===== src/rtl/wave_nco_pkg.sv =====
package wave_nco_pkg;

  typedef enum logic [1:0] {
    SHP_SAW  = 2'd0,
    SHP_SINE = 2'd1,
    SHP_TRI  = 2'd2,
    SHP_SQR  = 2'd3
  } shape_e;

  localparam real HALF_PI_NUM = 3.14159265358979;

  // Quarter-wave magnitude at the centre of table slot idx.
  function automatic int quarter_sine(input int idx, input int depth, input int peak);
    real ang;
    ang = HALF_PI_NUM * (real'(idx) + 0.5) / (2.0 * real'(depth));
    return $rtoi(real'(peak) * $sin(ang) + 0.5);
  endfunction

  // Degree count to phase-word step, rounded.
  function automatic logic [63:0] deg_step(input int acc_w);
    logic [63:0] full;
    full = 64'd1 << acc_w;
    return (full + 64'd180) / 64'd360;
  endfunction

endpackage


===== src/rtl/nco_phase_acc.sv =====
module nco_phase_acc #(
  parameter int ACC_W = 32,
  parameter int DEG_W = 9,
  parameter int AMP_W = 12
) (
  input  logic                 clk,
  input  logic                 rst_n,
  input  logic                 sample_en,
  input  logic [ACC_W-1:0]     freq_word,
  input  logic [DEG_W-1:0]     phase_deg,
  input  logic [AMP_W-1:0]     amp,
  input  wave_nco_pkg::shape_e shape,
  output logic [ACC_W-1:0]     acc_q,
  output logic [DEG_W-1:0]     deg_q,
  output logic [AMP_W-1:0]     amp_q,
  output wave_nco_pkg::shape_e shape_q,
  output logic                 stage_v
);

  always_ff @(posedge clk or negedge rst_n) begin
    if (!rst_n) begin
      acc_q   <= '0;
      deg_q   <= '0;
      amp_q   <= '0;
      shape_q <= wave_nco_pkg::SHP_SAW;
      stage_v <= 1'b0;
    end else begin
      stage_v <= sample_en;
      if (sample_en) begin
        acc_q   <= acc_q + freq_word;
        deg_q   <= phase_deg;
        amp_q   <= amp;
        shape_q <= shape;
      end
    end
  end

endmodule


===== src/rtl/nco_offset.sv =====
module nco_offset #(
  parameter int ACC_W = 32,
  parameter int DEG_W = 9,
  parameter int TOP_W = 13
) (
  input  logic [ACC_W-1:0] acc_q,
  input  logic [DEG_W-1:0] deg_q,
  output logic [TOP_W-1:0] phase_top
);

  localparam logic [63:0]      STEP64   = wave_nco_pkg::deg_step(ACC_W);
  localparam logic [ACC_W-1:0] DEG_STEP = STEP64[ACC_W-1:0];
  localparam logic [DEG_W-1:0] DEG_MAX  = DEG_W'(359);
  localparam int               SHIFT    = ACC_W - TOP_W;

  logic [DEG_W-1:0] deg_sat;
  logic [ACC_W-1:0] off_word;

  always_comb begin
    deg_sat   = (deg_q > DEG_MAX) ? DEG_MAX : deg_q;
    off_word  = ACC_W'(deg_sat * DEG_STEP);
    phase_top = TOP_W'((acc_q + off_word) >> SHIFT);
  end

endmodule


===== src/rtl/nco_shape_map.sv =====
module nco_shape_map #(
  parameter int OUT_W  = 12,
  parameter int LUT_AW = 8,
  parameter int TOP_W  = 13
) (
  input  logic [TOP_W-1:0]        phase_top,
  input  wave_nco_pkg::shape_e    shape_q,
  output logic signed [OUT_W-1:0] wave
);

  localparam int LUT_D = 1 << LUT_AW;
  localparam int PEAK  = (1 << (OUT_W - 1)) - 1;

  logic [OUT_W-1:0] qtab [LUT_D];

  for (genvar g = 0; g < LUT_D; g++) begin : g_qtab
    assign qtab[g] = OUT_W'(wave_nco_pkg::quarter_sine(g, LUT_D, PEAK));
  end

  logic [OUT_W-1:0]  saw_top, tri_x, tri_t;
  logic [1:0]        quad;
  logic [LUT_AW-1:0] idx, idx_m;
  logic [OUT_W-1:0]  mag;

  always_comb begin
    saw_top = phase_top[TOP_W-1 -: OUT_W];
    tri_x   = phase_top[TOP_W-2 -: OUT_W];
    tri_t   = phase_top[TOP_W-1] ? ~tri_x : tri_x;
    quad    = phase_top[TOP_W-1 -: 2];
    idx     = phase_top[TOP_W-3 -: LUT_AW];
    idx_m   = quad[0] ? ~idx : idx;
    mag     = qtab[idx_m];
    unique case (shape_q)
      wave_nco_pkg::SHP_SAW:  wave = $signed({~saw_top[OUT_W-1], saw_top[OUT_W-2:0]});
      wave_nco_pkg::SHP_SINE: wave = quad[1] ? -$signed(mag) : $signed(mag);
      wave_nco_pkg::SHP_TRI:  wave = $signed({~tri_t[OUT_W-1], tri_t[OUT_W-2:0]});
      default:                wave = phase_top[TOP_W-1] ? OUT_W'(-PEAK) : OUT_W'(PEAK);
    endcase
  end

endmodule


===== src/rtl/nco_amp_scale.sv =====
module nco_amp_scale #(
  parameter int OUT_W = 12,
  parameter int AMP_W = 12
) (
  input  logic signed [OUT_W-1:0] wave,
  input  logic [AMP_W-1:0]        amp_q,
  output logic [OUT_W-1:0]        code
);

  localparam int               PW  = OUT_W + AMP_W + 1;
  localparam logic [OUT_W-1:0] MID = OUT_W'(1 << (OUT_W - 1));

  logic signed [PW-1:0] w_ext, a_ext, prod;

  always_comb begin
    w_ext = {{(PW - OUT_W){wave[OUT_W-1]}}, wave};
    a_ext = {{(PW - AMP_W){1'b0}}, amp_q};
    prod  = w_ext * a_ext;
    code  = OUT_W'(prod >>> AMP_W) + MID;
  end

endmodule


===== src/rtl/wave_nco.sv =====
module wave_nco #(
  parameter int ACC_W  = 32,
  parameter int DEG_W  = 9,
  parameter int AMP_W  = 12,
  parameter int OUT_W  = 12,
  parameter int LUT_AW = 8
) (
  input  logic             clk,
  input  logic             rst_n,
  input  logic             sample_en,
  input  logic [ACC_W-1:0] freq_word,
  input  logic [DEG_W-1:0] phase_deg,
  input  logic [AMP_W-1:0] amp,
  input  logic [1:0]       shape,
  output logic [OUT_W-1:0] out_code,
  output logic             out_valid
);

  localparam int TOP_W = (OUT_W + 1 > LUT_AW + 2) ? OUT_W + 1 : LUT_AW + 2;
  localparam logic [OUT_W-1:0] MID = OUT_W'(1 << (OUT_W - 1));

  logic [ACC_W-1:0]        acc_q;
  logic [DEG_W-1:0]        deg_q;
  logic [AMP_W-1:0]        amp_q;
  wave_nco_pkg::shape_e    shape_q;
  logic                    stage_v;
  logic [TOP_W-1:0]        phase_top;
  logic signed [OUT_W-1:0] wave;
  logic [OUT_W-1:0]        code_next;

  nco_phase_acc #(.ACC_W(ACC_W), .DEG_W(DEG_W), .AMP_W(AMP_W)) u_acc (
    .clk(clk), .rst_n(rst_n), .sample_en(sample_en), .freq_word(freq_word),
    .phase_deg(phase_deg), .amp(amp), .shape(wave_nco_pkg::shape_e'(shape)),
    .acc_q(acc_q), .deg_q(deg_q), .amp_q(amp_q), .shape_q(shape_q), .stage_v(stage_v)
  );

  nco_offset #(.ACC_W(ACC_W), .DEG_W(DEG_W), .TOP_W(TOP_W)) u_off (
    .acc_q(acc_q), .deg_q(deg_q), .phase_top(phase_top)
  );

  nco_shape_map #(.OUT_W(OUT_W), .LUT_AW(LUT_AW), .TOP_W(TOP_W)) u_map (
    .phase_top(phase_top), .shape_q(shape_q), .wave(wave)
  );

  nco_amp_scale #(.OUT_W(OUT_W), .AMP_W(AMP_W)) u_scl (
    .wave(wave), .amp_q(amp_q), .code(code_next)
  );

  always_ff @(posedge clk or negedge rst_n) begin
    if (!rst_n) begin
      out_code  <= MID;
      out_valid <= 1'b0;
    end else begin
      out_valid <= stage_v;
      if (stage_v) out_code <= code_next;
    end
  end

endmodule


===== config.mk =====
export PLATFORM = sky130hd
export DESIGN_NAME = wave_nco
export DESIGN_NICKNAME = d
export VERILOG_FILES = /design/src/rtl/wave_nco_pkg.sv /design/src/rtl/nco_phase_acc.sv /design/src/rtl/nco_offset.sv /design/src/rtl/nco_shape_map.sv /design/src/rtl/nco_amp_scale.sv /design/src/rtl/wave_nco.sv
export SDC_FILE = /design/constraint.sdc
export NUM_CORES = 1
export LEC_CHECK = 0
export BUFFER_PORTS_ARGS = -buffer_cell sky130_fd_sc_hd__buf_2
export CORE_ASPECT_RATIO = 1.25
export CORE_MARGIN = 8
export CORE_UTILIZATION = 50
export CTS_BUF_LIST = sky130_fd_sc_hd__clkbuf_8
export CTS_CLUSTER_SIZE = 10
export DETAILED_ROUTE_END_ITERATION = 10
export PLACE_DENSITY_LB_ADDON = 0.2
export SLEW_MARGIN = 20
export SYNTH_ARGS = -nofsm -noshare
export SYNTH_HDL_FRONTEND = slang
export SYNTH_SLANG_ARGS = --single-unit

===== constraint.sdc =====
create_clock -name clk -period 19.4 [get_ports clk]
set_input_delay 1.94 -clock clk [delete_from_list [all_inputs] [get_ports clk]]
set_output_delay 1.94 -clock clk [all_outputs]
set_load 0.05 [all_outputs]

==> impl_metrics.tcl <==
set metrics [dict create \
    cts_root_buf "clkbuf_8" \
    drt-wirelength-per-cell_um 27.39 \
    yosysTopAreaCellShare_pct 16.27 \
    finalNetCount 2713 \
    fp-row-count 78 \
    overflow 0 \
    post-place-ws_ns 2.805 \
    grt_pass1_wl_mm 115.4 \
    antenna_cells 0 \
    cts_resized 0 \
    synth_seq_cells 69 \
    slowest_stage "ha_1" \
    grt_pass1_vias 18849 \
    initial_core_util_pct 50.63 \
    slew_viol_final 0 \
    relSlewSlack_pct 20.06 \
    cts_tree "yes" \
    synthMuxAreaShare_pct 3.570 \
    gp_congestion 1.113 \
    dr.pass1.iters 8 \
    fin_skew_ns 0.01888 \
    finalWirelength_mm 76.75 \
    status "finished, final reports clean" \
    synth_compound_area_share_pct 25.19 \
    layout-drive-gt1-share_pct 10.77 \
    finalCriticalPeriod_ns 16.91 \
    setup_tns_ns 0 \
    track_usage_pct 34.77 \
    async_flop_share_pct 100.0 \
    area_growth_pct 4.566 \
    rrSetupSlack_ns 2.49 \
    die_h_um 230.1 \
    die_x_um 187.3 \
    synth_edf_count 0 \
    worst_slew_pin_slew_ns 1.195 \
    cpPeakStageDelay_ns 0.64 \
    htree_levels 3 \
    clock-sinks 69 \
    layout_commonest_cell "inv_1" \
    antenna_found_initial 3 \
    place_hpwl_mm 56.24 \
    seq_area_frac_synth_pct 9.427 \
    hold_ws_ns 0.5030 \
    maxCapViolCount 0 \
    fin_ws_ns 2.491 \
    rsz0062_at_grt "no" \
    yosysWarnings 0 \
    hold_buffers 0 \
    synth_area_sq_um 18330 \
    hold_path_class "reg2reg" \
    grt_max_degree 89 \
    setup_viol 0 \
    die_area_sq_um 43080 \
    final_cell_mix "inv_1 (299), ha_1 (189), nand2_1 (178), nor2_1 (157), fa_1 (149)" \
    hold_viol 0 \
    drtIter0Drc 2304 \
    avgViaCountPerCell 6.825 \
    synthSimpleGateAreaFrac_pct 18.51 \
    cp_data_arrival_time_ns 17.21 \
    coreArea_sq_um 36210 \
    synth_area_leaders "fa_1 (16%), ha_1 (13%), dfrtp_1 (9.3%), inv_1 (6.1%), nand2_1 (3.6%)" \
    ys_types 113 \
    syn_inst 2347 \
    clock_path_buffers 2 \
    drtAntennaViolNets 0 \
    path_class "reg2reg" \
    endpoint_kind "flop" \
    yosys.area.top_type "fa_1" \
    synth_fp_nets 2743 \
    drc 0 \
    synthFlopType "dfrtp_1" \
    cp_common_cell "fa_1" \
    clk_latency_ns 0.41 \
    max_freq_mhz 59.14 \
    pin_count 71 \
    synth_xor_area_share_pct 3.686 \
    critPathMaxFanout 41 \
    postCtsSetupBuffers 0 \
    clk_pin_slew_worst_paths_ns 0.09 \
    cts_made_buffers 9 \
    synth_top_family_by_area "adder cells" \
    period_share_pct 87.16 \
    port_buffers 70 \
    avgSynthCellArea_sq_um 7.810 \
    required_ns 19.70 \
    dr_total_vias 19124 \
    start_kind "flop" \
    synth_fa_ha_area_share_pct 29.17 \
]
-- synth_stat cells (all sizes together), types with 8 or more instances --
library cell / number
mux2: 33
clkbuf: 93
and2: 25
or3: 19
a22oi: 21
xnor2: 54
or2: 11
nand3: 88
a221o: 11
a211oi: 40
a211o: 11
dfrtp: 68
a21boi: 9
o21ai: 139
and4: 9
o221ai: 11
o2bb2ai: 8
a21o: 18
o22ai: 38
a221oi: 22
buf: 70
xor2: 18
a31oi: 25
nor3: 84
nor2b: 21
fa: 149
nand4: 27
and3: 12
inv: 301
mux2i: 26
o311ai: 10
nor2: 165
o2111ai: 21
o211ai: 36
ha: 189
a2111oi: 9
a21oi: 121
o211a: 9
nand2b: 17
nand2: 180
nor4: 16
o21a: 12
-- worst paths after layout --
kind | start | to | cells past startpoint
max in group asynchronous | rst_n | u_acc.shape_q[0]$_DFFE_PN0P_ | 1
worst max-delay path | u_acc.deg_q[3]$_DFFE_PN0P_ | out_code[11]$_DFFE_PN1P_ | 56
worst max register to register | u_acc.deg_q[3]$_DFFE_PN0P_ | out_code[11]$_DFFE_PN1P_ | 56
worst min-delay path | out_code[4]$_DFFE_PN0P_ | out_code[4]$_DFFE_PN0P_ | 1
min in group asynchronous | rst_n | u_acc.acc_q[4]$_DFFE_PN0P_ | 1
worst min register to register | out_code[4]$_DFFE_PN0P_ | out_code[4]$_DFFE_PN0P_ | 1
-- per-layer routing --
| metal | track usage, % | routed length, um | vias up |
|---|---|---|---|
| met5 | 0 | 39 | - |
| met4 | 22.17 | 5750 | 6 |
| met3 | 8.328 | 7889 | 344 |
| met2 | 55.80 | 34930 | 1229 |
| met1 | 41.35 | 28150 | 9221 |
| li1 | - | - | 8324 |
-- kinds of logic after synthesis --
logic type,count (synthesis)
and+or+nand+nor,689
AOI/OAI and AO/OA,653
buffers and inverters,466
adders and majority gates,338
xor gates and xnor gates,72
DFF,69
muxes,60
-- registers in the layout, indices dropped and copies added (netlist names) --
signal         flops
u_acc.acc_q       32
out_code          12
u_acc.amp_q       12
u_acc.deg_q        9
u_acc.shape_q      2
out_valid          1
u_acc.stage_v      1
-- cell type report --
type,count,area [sq um]
Sequential cell,69,1728
Multi-Input combinational cell,1812,14730
Clock buffer,10,137.6
Tap cell,480,600.6
Fill cell,3513,17040
Timing Repair Buffer,122,743.2
Inverter,303,1137
Clock inverter,6,88.84
-- through the flow --
step / cells / instance area [sq um] / util, %
global placement: 2786 / 18930 / 52.29
CTS: 2802 / 19160 / 52.91
detailed placement: 2786 / 18930 / 52.29
finish: 2802 / 19170 / 52.94
global route: 2802 / 19170 / 52.94
floorplan: 2347 / 18330 / -
-- critical path: cells and delay by family (launching register included) --
family,cells,cell delay [ns]
flip-flops,1,0.41
multiplexers,1,0.18
buffers and inverters,10,0.98
XOR/XNOR,3,0.79
AND/OR/NAND/NOR,13,4.05
AO/OA/AOI/OAI,15,3.67
adder cells (fa/ha/maj),14,6.67
Power is not shown: default switching activity piles up to over one toggle a cycle in this logic, so the estimate is an artifact.
